`src/rtl/mlr_pkg.sv`:
```
package mlr_pkg;

    typedef enum logic [2:0] {
        PH_IDLE,
        PH_CMD,
        PH_DUMMY,
        PH_DATA,
        PH_TAIL,
        PH_FIN
    } phase_e;

    localparam logic [7:0] READ_OPCODE = 8'h03;
    localparam int         ADDR_W      = 24;
    localparam int         FRAME_W     = 8 + ADDR_W;

endpackage

```
`src/rtl/mlr_sck_divider.sv`:
```
module mlr_sck_divider #(
    parameter int HALF_DIV = 2
) (
    input  logic clk,
    input  logic rst_n,
    input  logic run_i,
    output logic tick_o
);
    localparam int DW = (HALF_DIV > 1) ? $clog2(HALF_DIV) : 1;
    localparam logic [DW-1:0] LAST = DW'(HALF_DIV - 1);

    logic [DW-1:0] cnt_d, cnt_q;

    always_comb begin
        tick_o = run_i && (cnt_q == LAST);
        if (!run_i || tick_o) begin
            cnt_d = '0;
        end else begin
            cnt_d = cnt_q + DW'(1);
        end
    end

    always_ff @(posedge clk or negedge rst_n) begin
        if (!rst_n) begin
            cnt_q <= '0;
        end else begin
            cnt_q <= cnt_d;
        end
    end
endmodule

```
`src/rtl/mlr_tx_shifter.sv`:
```
module mlr_tx_shifter #(
    parameter int FRAME_W = 32
) (
    input  logic               clk,
    input  logic               rst_n,
    input  logic               load_i,
    input  logic [FRAME_W-1:0] frame_i,
    input  logic               shift_i,
    input  logic               quad_i,
    output logic [3:0]         lanes_o
);
    logic [FRAME_W-1:0] sh_d, sh_q;

    always_comb begin
        sh_d = sh_q;
        if (load_i) begin
            sh_d = frame_i;
        end else if (shift_i) begin
            sh_d = quad_i ? (sh_q << 4) : (sh_q << 2);
        end
        lanes_o = quad_i ? sh_q[FRAME_W-1 -: 4] : {2'b00, sh_q[FRAME_W-1 -: 2]};
    end

    always_ff @(posedge clk or negedge rst_n) begin
        if (!rst_n) begin
            sh_q <= '0;
        end else begin
            sh_q <= sh_d;
        end
    end
endmodule

```
`src/rtl/mlr_rx_assembler.sv`:
```
module mlr_rx_assembler (
    input  logic       clk,
    input  logic       rst_n,
    input  logic       clear_i,
    input  logic       sample_i,
    input  logic       quad_i,
    input  logic [3:0] lanes_i,
    output logic [7:0] byte_o
);
    logic [7:0] acc_d, acc_q;

    always_comb begin
        byte_o = quad_i ? {acc_q[3:0], lanes_i} : {acc_q[5:0], lanes_i[1:0]};
        acc_d  = acc_q;
        if (clear_i) begin
            acc_d = '0;
        end else if (sample_i) begin
            acc_d = byte_o;
        end
    end

    always_ff @(posedge clk or negedge rst_n) begin
        if (!rst_n) begin
            acc_q <= '0;
        end else begin
            acc_q <= acc_d;
        end
    end
endmodule

```
`src/rtl/mlane_read_master.sv`:
```
module mlane_read_master
    import mlr_pkg::*;
#(
    parameter int HALF_DIV  = 2,
    parameter int MAX_BYTES = 256,
    localparam int CNT_W    = $clog2(MAX_BYTES + 1)
) (
    input  logic              clk,
    input  logic              rst_n,
    input  logic              start_i,
    input  logic              quad_i,
    input  logic [23:0]       addr_i,
    input  logic [CNT_W-1:0]  count_i,
    output logic              busy_o,
    output logic              done_o,
    output logic              cs_n_o,
    output logic              sck_o,
    output logic [3:0]        lane_o,
    output logic [3:0]        lane_oe_o,
    input  logic [3:0]        lane_i,
    output logic [7:0]        byte_o,
    output logic              byte_valid_o,
    input  logic              byte_ready_i
);
    localparam int CYC_W      = $clog2(FRAME_W / 2 + 1);
    localparam int CMD_DUAL   = FRAME_W / 2;
    localparam int CMD_QUAD   = FRAME_W / 4;
    localparam int DUMMY_DUAL = 4;
    localparam int DUMMY_QUAD = 2;
    localparam int SLICE_DUAL = 4;
    localparam int SLICE_QUAD = 2;

    typedef struct packed {
        phase_e             phase;
        logic               quad;
        logic               sck;
        logic               cs_n;
        logic [3:0]         oe;
        logic [CYC_W-1:0]   cyc;
        logic [CNT_W-1:0]   left;
        logic               out_valid;
        logic [7:0]         out_byte;
        logic               done;
    } state_t;

    state_t s_d, s_q;

    logic       tick;
    logic       run;
    logic       tx_load, tx_shift;
    logic       rx_clear, rx_sample;
    logic       push;
    logic [7:0] rx_byte;
    logic [CYC_W-1:0] slices;

    assign run = (s_q.phase == PH_CMD) || (s_q.phase == PH_DUMMY) ||
                 (s_q.phase == PH_DATA) || (s_q.phase == PH_TAIL);

    mlr_sck_divider #(.HALF_DIV(HALF_DIV)) u_div (
        .clk    (clk),
        .rst_n  (rst_n),
        .run_i  (run),
        .tick_o (tick)
    );

    mlr_tx_shifter #(.FRAME_W(FRAME_W)) u_tx (
        .clk     (clk),
        .rst_n   (rst_n),
        .load_i  (tx_load),
        .frame_i ({READ_OPCODE, addr_i}),
        .shift_i (tx_shift),
        .quad_i  (s_q.quad),
        .lanes_o (lane_o)
    );

    mlr_rx_assembler u_rx (
        .clk      (clk),
        .rst_n    (rst_n),
        .clear_i  (rx_clear),
        .sample_i (rx_sample),
        .quad_i   (s_q.quad),
        .lanes_i  (lane_i),
        .byte_o   (rx_byte)
    );

    always_comb begin
        s_d       = s_q;
        s_d.done  = 1'b0;
        tx_load   = 1'b0;
        tx_shift  = 1'b0;
        rx_clear  = 1'b0;
        rx_sample = 1'b0;
        push      = 1'b0;
        slices    = s_q.quad ? CYC_W'(SLICE_QUAD) : CYC_W'(SLICE_DUAL);

        if (s_q.out_valid && byte_ready_i) begin
            s_d.out_valid = 1'b0;
        end

        case (s_q.phase)
            PH_IDLE: begin
                if (start_i && (count_i != '0)) begin
                    s_d.phase = PH_CMD;
                    s_d.quad  = quad_i;
                    s_d.cs_n  = 1'b0;
                    s_d.oe    = quad_i ? 4'hF : 4'h3;
                    s_d.cyc   = quad_i ? CYC_W'(CMD_QUAD) : CYC_W'(CMD_DUAL);
                    s_d.left  = count_i;
                    tx_load   = 1'b1;
                    rx_clear  = 1'b1;
                end
            end
            PH_CMD, PH_DUMMY, PH_DATA: begin
                if (tick) begin
                    if (!s_q.sck) begin
                        // rising edge, unless a byte boundary must wait for the consumer
                        if (!((s_q.phase == PH_DATA) && (s_q.cyc == slices) && s_q.out_valid)) begin
                            s_d.sck = 1'b1;
                            if (s_q.phase == PH_DATA) begin
                                rx_sample = 1'b1;
                                if (s_q.cyc == CYC_W'(1)) begin
                                    push          = 1'b1;
                                    s_d.out_valid = 1'b1;
                                    s_d.out_byte  = rx_byte;
                                end
                            end
                        end
                    end else begin
                        // falling edge: advance the output and the phase counters
                        s_d.sck = 1'b0;
                        if (s_q.cyc != CYC_W'(1)) begin
                            s_d.cyc  = s_q.cyc - CYC_W'(1);
                            tx_shift = (s_q.phase == PH_CMD);
                        end else begin
                            case (s_q.phase)
                                PH_CMD: begin
                                    s_d.phase = PH_DUMMY;
                                    s_d.oe    = 4'h0;
                                    s_d.cyc   = s_q.quad ? CYC_W'(DUMMY_QUAD) : CYC_W'(DUMMY_DUAL);
                                end
                                PH_DUMMY: begin
                                    s_d.phase = PH_DATA;
                                    s_d.cyc   = slices;
                                end
                                default: begin
                                    s_d.cyc = slices;
                                    if (s_q.left == CNT_W'(1)) begin
                                        s_d.phase = PH_TAIL;
                                    end else begin
                                        s_d.left = s_q.left - CNT_W'(1);
                                    end
                                end
                            endcase
                        end
                    end
                end
            end
            PH_TAIL: begin
                if (tick) begin
                    s_d.cs_n  = 1'b1;
                    s_d.phase = PH_FIN;
                end
            end
            PH_FIN: begin
                s_d.done  = 1'b1;
                s_d.phase = PH_IDLE;
            end
            default: begin
                s_d.phase = PH_IDLE;
            end
        endcase
    end

    always_ff @(posedge clk or negedge rst_n) begin
        if (!rst_n) begin
            s_q           <= '0;
            s_q.phase     <= PH_IDLE;
            s_q.cs_n      <= 1'b1;
        end else begin
            s_q <= s_d;
        end
    end

    assign busy_o       = (s_q.phase != PH_IDLE);
    assign done_o       = s_q.done;
    assign cs_n_o       = s_q.cs_n;
    assign sck_o        = s_q.sck;
    assign lane_oe_o    = s_q.oe;
    assign byte_o       = s_q.out_byte;
    assign byte_valid_o = s_q.out_valid;

    // the serial clock only runs inside a chip-select window
    p_sck_inside_cs_r1: assert property (@(posedge clk) disable iff (!rst_n)
        sck_o |-> !cs_n_o);

    // no lane is driven while deselected
    p_quiet_when_idle_r1: assert property (@(posedge clk) disable iff (!rst_n)
        cs_n_o |-> (lane_oe_o == 4'h0));

    // a refused start leaves the bus deselected
    p_zero_count_refused_r2: assert property (@(posedge clk) disable iff (!rst_n)
        (!busy_o && start_i && (count_i == '0)) |=> (cs_n_o && !busy_o));

    // a start during the command phase does not disturb chip select
    p_busy_start_ignored_r2: assert property (@(posedge clk) disable iff (!rst_n)
        ((s_q.phase == PH_CMD) && start_i) |=> !cs_n_o);

    // lanes never move on a rising serial clock edge
    p_lane_stable_rise_r4: assert property (@(posedge clk) disable iff (!rst_n)
        (!cs_n_o && $rose(sck_o)) |-> $stable(lane_o));

    // lanes released from the dummy byte on
    p_released_after_addr_r5: assert property (@(posedge clk) disable iff (!rst_n)
        ((s_q.phase == PH_DUMMY) || (s_q.phase == PH_DATA) || (s_q.phase == PH_TAIL))
            |-> (lane_oe_o == 4'h0));

    // upper lanes are never enabled in dual mode
    p_dual_upper_off_r5: assert property (@(posedge clk) disable iff (!rst_n)
        (!s_q.quad) |-> (lane_oe_o[3:2] == 2'b00));

    // done follows a full cycle of chip select high
    p_done_after_cs_r9: assert property (@(posedge clk) disable iff (!rst_n)
        done_o |-> (cs_n_o && $past(cs_n_o)));

    // an untaken byte holds still
    p_hold_byte_r10: assert property (@(posedge clk) disable iff (!rst_n)
        (byte_valid_o && !byte_ready_i) |=> (byte_valid_o && $stable(byte_o)));

    // a new byte never lands on an occupied output
    p_no_overrun_r10: assert property (@(posedge clk) disable iff (!rst_n)
        push |-> !s_q.out_valid);

endmodule

```
`config.mk`:
```
export PLATFORM = sky130hd
export DESIGN_NAME = mlane_read_master
export DESIGN_NICKNAME = d
export VERILOG_FILES = /design/src/rtl/mlr_pkg.sv /design/src/rtl/mlr_sck_divider.sv /design/src/rtl/mlr_tx_shifter.sv /design/src/rtl/mlr_rx_assembler.sv /design/src/rtl/mlane_read_master.sv
export SDC_FILE = /design/constraint.sdc
export NUM_CORES = 1
export LEC_CHECK = 0
export BUFFER_PORTS_ARGS = -buffer_cell sky130_fd_sc_hd__buf_2
export CORE_MARGIN = 3
export CORE_UTILIZATION = 63
export CTS_BUF_LIST = sky130_fd_sc_hd__clkbuf_8
export CTS_CLUSTER_DIAMETER = 60
export DETAILED_ROUTE_END_ITERATION = 8
export PLACE_DENSITY_LB_ADDON = 0.1
export SLEW_MARGIN = 0
export SYNTH_ARGS = -nofsm -noshare
export SYNTH_HDL_FRONTEND = slang
export SYNTH_SLANG_ARGS = --single-unit
```
`constraint.sdc`:
```
create_clock -name clk -period 6.2 [get_ports clk]
set_clock_uncertainty 0.15 [all_clocks]
set_input_delay 1.24 -clock clk [delete_from_list [all_inputs] [get_ports clk]]
set_output_delay 1.24 -clock clk [all_outputs]
set_load 0.005 [all_outputs]
```
### After elaboration in Yosys (flattened, before gate mapping)

Index checks and enable logic that the tools add are counted.

| storage, ports and cells | value |
|---|---|
| register bits after elaboration | 73 |
| bits of input ports | 42 |
| output and inout bits | 21 |
| word-level logic and storage cells | 114 |

| operators by class | value |
|---|---|
| add/subtract/negate cells | 3 |
| equality and inequality tests | 18 |
| mux-type cells | 51 |
| bitwise operators | 2 |
| reductions and logical operators | 27 |

Operators with widths:

| kind | number |
|---|---|
| 32-bit two-way mux | 3 |
| 9-bit two-way mux | 8 |
| 18-bit one-hot mux with 2 select lines | 1 |
| 27-bit two-way mux | 1 |
| 4-bit two-way mux | 5 |
| 19-bit two-way mux | 1 |
| 18-bit two-way mux | 1 |
| 3-bit two-way mux | 6 |
| 6-bit AND reduction | 3 |
| 1-bit two-way mux | 17 |
| 2-bit != test (second input constant) | 8 |
| 6-bit two-way mux | 2 |
| 5-bit two-way mux | 2 |
| 9-bit by 1-bit equality test with 1-bit output (second input constant) | 1 |
| 3-bit one-hot mux with 3 select lines | 1 |
| 9-bit nonzero test | 1 |
| 9-bit by 1-bit subtractor with 9-bit output (second input constant) | 1 |
| 8-bit two-way mux | 1 |
| 2-bit nonzero test | 4 |
| 7-bit AND reduction | 1 |
| 3-bit by 2-bit equality test with 1-bit output (second input constant) | 2 |
| 3-bit equality test (second input constant) | 2 |
| 3-bit one-hot mux with 2 select lines | 1 |
| 5-bit by 1-bit equality test with 1-bit output (second input constant) | 1 |
| other kinds (18) | 27 |

### Longest topological paths before layout

| depth | value |
|---|---|
| depth after elaboration | 10 |
| mapped depth | 8 |

### By module

From an unflattened synthesis, not the netlist that was laid out.

| second synthesis, totals | value |
|---|---|
| cell total of the unflattened synthesis | 419 |
| area, all modules | 4,381.7 um^2 |

By module, submodules not included:

| module | instances | cells each | area an instance (um^2) |
|---|---|---|---|
| mlr_tx_shifter | 1 | 181 | 2,011.9 |
| mlane_read_master | 1 | 206 | 1,963.1 |
| mlr_rx_assembler | 1 | 29 | 365.4 |
| mlr_sck_divider | 1 | 3 | 41.3 |

### Least setup slack after synthesis

OpenSTA, ideal clock, no wires.

| timing | value |
|---|---|
| path kind | input to register |
| start | in count_i[3] |
| end | reg s_q[13] in the netlist's numbering |
| setup time | 125 ps |
| arrival | 2,818 ps |
| data required time | 5,925 ps |
| path slack | 3,107 ps |
| cell stages on the path | 6 |
| path buffers | 1 |
| cell sequence | nor4_1 -> a31oi_1 -> o22ai_2 -> or3_1 -> buf_6 -> mux2_4 |

| on the way | value |
|---|---|
| longest elaborated chain between the ends | 4 |

RTL lines:

| what | line | RTL |
|---|---|---|
| start: declaration | mlane_read_master.sv:13 | `input logic [CNT_W-1:0] count_i,` |
| 9-bit nonzero test | mlane_read_master.sv:102 | `if (start_i && (count_i != '0)) begin` |
| 1-bit logical AND | mlane_read_master.sv:102 |  |
| 2-bit != test (no line) | n/a |  |
| 7-bit AND reduction (no line) | n/a |  |
| end: declaration | mlane_read_master.sv:46 | `state_t s_d, s_q;` |

Several ways; a longest one is shown, not always the timed one. The select of a mux whose other input is x is not followed.
A chain may end at the register's enable or synchronous reset.

### Worst setup path in the final report

| timing | value |
|---|---|
| start | in count_i[3] |
| end | reg u_tx.sh_q[20] |

| on the way | value |
|---|---|
| longest elaborated chain between the ends | 5 |

RTL lines:

| what | line | RTL |
|---|---|---|
| 9-bit nonzero test (*) | mlane_read_master.sv:102 |  |
| 1-bit logical AND (*) | mlane_read_master.sv:102 |  |
| 1-bit two-way mux (*) | mlane_read_master.sv:102 |  |
| 1-bit two-way mux (*) | mlane_read_master.sv:100 | `case (s_q.phase)` |
| 32-bit two-way mux / 2-bit nonzero test (equally long branches) | n/a |  |
| end signal: assignment | mlr_tx_shifter.sv:26 | `sh_q <= '0;` |
| end signal: assignment | mlr_tx_shifter.sv:28 | `sh_q <= sh_d;` |
| end: declaration | mlr_tx_shifter.sv:12 | `logic [FRAME_W-1:0] sh_d, sh_q;` |

Every way passes the cells marked *; elsewhere a longest branch is shown, timed or not.

==> results.cfg <==
[run_status]
status = completed

[power]
power_density_nw_per_um2 = 269
report.power.total_w = 0.00116
leakagePower_nw = 1.97
ir_drop_mv = 0.178

[timing]
hold_violations = 0
worstMarginPinSlew_ns = 1.18
fmax_ghz = 0.288
fin_crit_ns = 3.48
setup_violations = 0
max-slew-margin-rel = 0.214
post-route-period-util = 0.561
setup_ws_ns = 2.72
drv_slew = 0
fin_tns_setup_ns = 0
rsz0062_at_grt = no

[final_layout]
multiInputGateArea_um2 = 1860
num_antenna_cells = 0
final_layout_size_suffix_gt1_frac = 0.260
area_growth_pct = 9.95
fillCellCount = 465
post-route-util = 0.722
finalNetCount = 464
seqCellArea_um2 = 1780

[global_route]
antenna_found_initial = 0
grt_overflow_total = 0
grt_max_degree = 72
grt_pass1_wl_um = 14200
grt_usage = 0.245
grt_pass1_vias = 3018

[synthesis]
ys.flop_type = dfrtp_1
syn_inst = 378
synth_nets = 424
seq_area_frac_synth = 0.455
yosys_register_bits = 71
synth-warning-count = 0
synthArstFlopShare = 1.00
synth_area_per_cell_um2 = 10.3
yosysUniqueCellTypes = 56
synth_area_um2 = 3910
synth-edff-count = 0

[flow_run]
maxCapViolCount = 0

[clock_network]
clkSinkCount = 71
cts_tree = done
insertion_delay_ns = 0.35
cts_inserted_buffers = 9
clk_path_buf_depth = 2
cts_resized = 0
cts_hold_buf = 0
cts_setup_buffers = 0
clk_pin_slew_ns = 0.07
cts_root_buffer = clkbuf_8
htree_levels = 3

[critical_path]
end_kind = flop
path_max_fanout = 44
crit_required_ns = 6.33
path_class = primary input to flop
worst_ep_arrival_time_ns = 3.60
cp-start-kind = primary input

[route]
routed_wl_um = 8290
avgViaCountPerCell = 6.16
drt_iter0_drc = 248
drt-pass1-iter-count = 4
post_drt_wl_per_cell_um = 16.6
remaining_drc_errors = 0
ant_nets = 0
vias = 3069

[floorplanning]
io_pins = 63
fp.dieW_um = 84.8
initial_utilization = 0.657
die_h_um = 84.8
row_count = 28
die_area_um2 = 7190
core_um2 = 5960

[placement]
dp_hpwl_um = 5670
portBuffers = 62
place.gp.congestion = 0.838
place_ws_ns = 2.44

[hold_path]
min_path_type = flop to flop
[flip-flops by register name, summed over array words and instances (netlist names), 2 cells and up]
register / flops
u_tx.sh_q: 32
lane_oe_o: 2
byte_o: 8
s_q: 18
u_rx.acc_q: 6
[cells in the final DEF, fill, tap and decap left out, types with 3 or more instances in the layout]
| master | instances |
|---|---|
| a21oi_1 | 14 |
| a221o_1 | 20 |
| buf_2 | 62 |
| buf_4 | 3 |
| clkbuf_8 | 10 |
| clkinv_2 | 4 |
| dfrtp_1 | 69 |
| ha_1 | 4 |
| inv_1 | 15 |
| mux2_2 | 8 |
| mux2_4 | 10 |
| mux2i_1 | 36 |
| nand2_1 | 29 |
| nand3_1 | 4 |
| nor2_1 | 37 |
| nor3_1 | 7 |
| nor3b_1 | 4 |
| nor4_1 | 5 |
| o21ai_0 | 18 |
| o22ai_1 | 9 |
| o31ai_1 | 4 |
| o41ai_1 | 5 |
[metal layers]
metal,track usage,vias to the layer above,share of wire
met5,0,-,0
met4,0.0978,0,0.015
met3,0.0422,14,0.052
met2,0.377,100,0.48
met1,0.348,1501,0.45
li1,-,1454,-
[cell families (layout without fill, tap and decap cells)]
group | Yosys count | count (layout) | share of synthesized area
AO/OA/AOI/OAI | 87 | 87 | 0.166
XOR/XNOR | 3 | 3 | 0.00672
adder cells (fa/ha/maj) | 4 | 4 | 0.0128
buffers and inverters | 51 | 96 | 0.0688
flip-flops | 71 | 71 | 0.455
multiplexers | 54 | 54 | 0.154
AND/OR/NAND/NOR | 108 | 108 | 0.138
[worst max-delay path, stage by stage]
cell	delay (ns)
buf_2	0.10
nor4_1	0.68
a311oi_4	0.18
buf_4	0.32
nor2_1	0.60
buf_4	0.30
a221o_1	0.16
[where the power goes]
part / total, W / internal, W / switching (W)
logic: 0.000239 / 0.000123 / 0.000116
registers: 0.000587 / 0.000525 / 0.0000620
clock network: 0.000330 / 0.000154 / 0.000176
[final cells by class]
class / instances / share of cell area
flip-flops and latches: 71 / 0.414
repair buffers: 65 / 0.0774
clock buffers: 10 / 0.0320
well taps: 75 / 0.0218
clock inverters: 6 / 0.00844
inverters: 15 / 0.0131
multi-input cells: 256 / 0.433
[through the flow]
step	cell area [µm²]	hold WS, ns	instances
2_1_floorplan	3910	0.322	378
3_3_place_gp	4130	0.341	482
3_5_place_dp	4130	0.350	482
4_1_cts	4300	0.367	498
5_1_grt	4300	0.385	498
6_report	4300	0.366	498
[worst paths after layout]
check / start / end / slack [ns] / cells after the start
min: byte_o[7]$_DFFE_PN0P_ / byte_o[7]$_DFFE_PN0P_ / 0.37 / 1
min reg2reg: byte_o[7]$_DFFE_PN0P_ / byte_o[7]$_DFFE_PN0P_ / 0.37 / 1
min in group asynchronous: rst_n / byte_o[2]$_DFFE_PN0P_ / 0.95 / 2
max: count_i[3] / u_tx.sh_q[20]$_DFFE_PN0P_ / 2.72 / 7
max reg2reg: s_q[30]$_DFFE_PN0P_ / byte_o[0]$_DFFE_PN0P_ / 3.05 / 5
max in group asynchronous: rst_n / s_q[30]$_DFFE_PN0P_ / 4.33 / 2
[synthesized netlist by cell type, types with 3 or more instances]
| master | count | area (µm²) |
|---|---|---|
| nor2_1 | 37 | 139 |
| nor3_1 | 7 | 35.0 |
| nor3b_1 | 4 | 30.0 |
| mux2_4 | 10 | 150 |
| buf_6 | 3 | 33.8 |
| o31ai_1 | 4 | 30.0 |
| a221o_1 | 20 | 200 |
| inv_1 | 15 | 56.3 |
| nand3_1 | 4 | 20.0 |
| o22ai_1 | 9 | 56.3 |
| clkbuf_1 | 9 | 33.8 |
| nand2_1 | 29 | 109 |
| nor4_1 | 5 | 31.3 |
| a21oi_1 | 14 | 70.1 |
| o21ai_0 | 18 | 90.1 |
| buf_1 | 4 | 15.0 |
| ha_1 | 4 | 50.1 |
| mux2_2 | 8 | 90.1 |
| o41ai_1 | 5 | 43.8 |
| mux2i_1 | 36 | 360 |
| buf_4 | 12 | 90.1 |
| buf_2 | 8 | 40.0 |
| dfrtp_1 | 70 | 1750 |
Note: power is estimated with default switching activity, not from simulation.
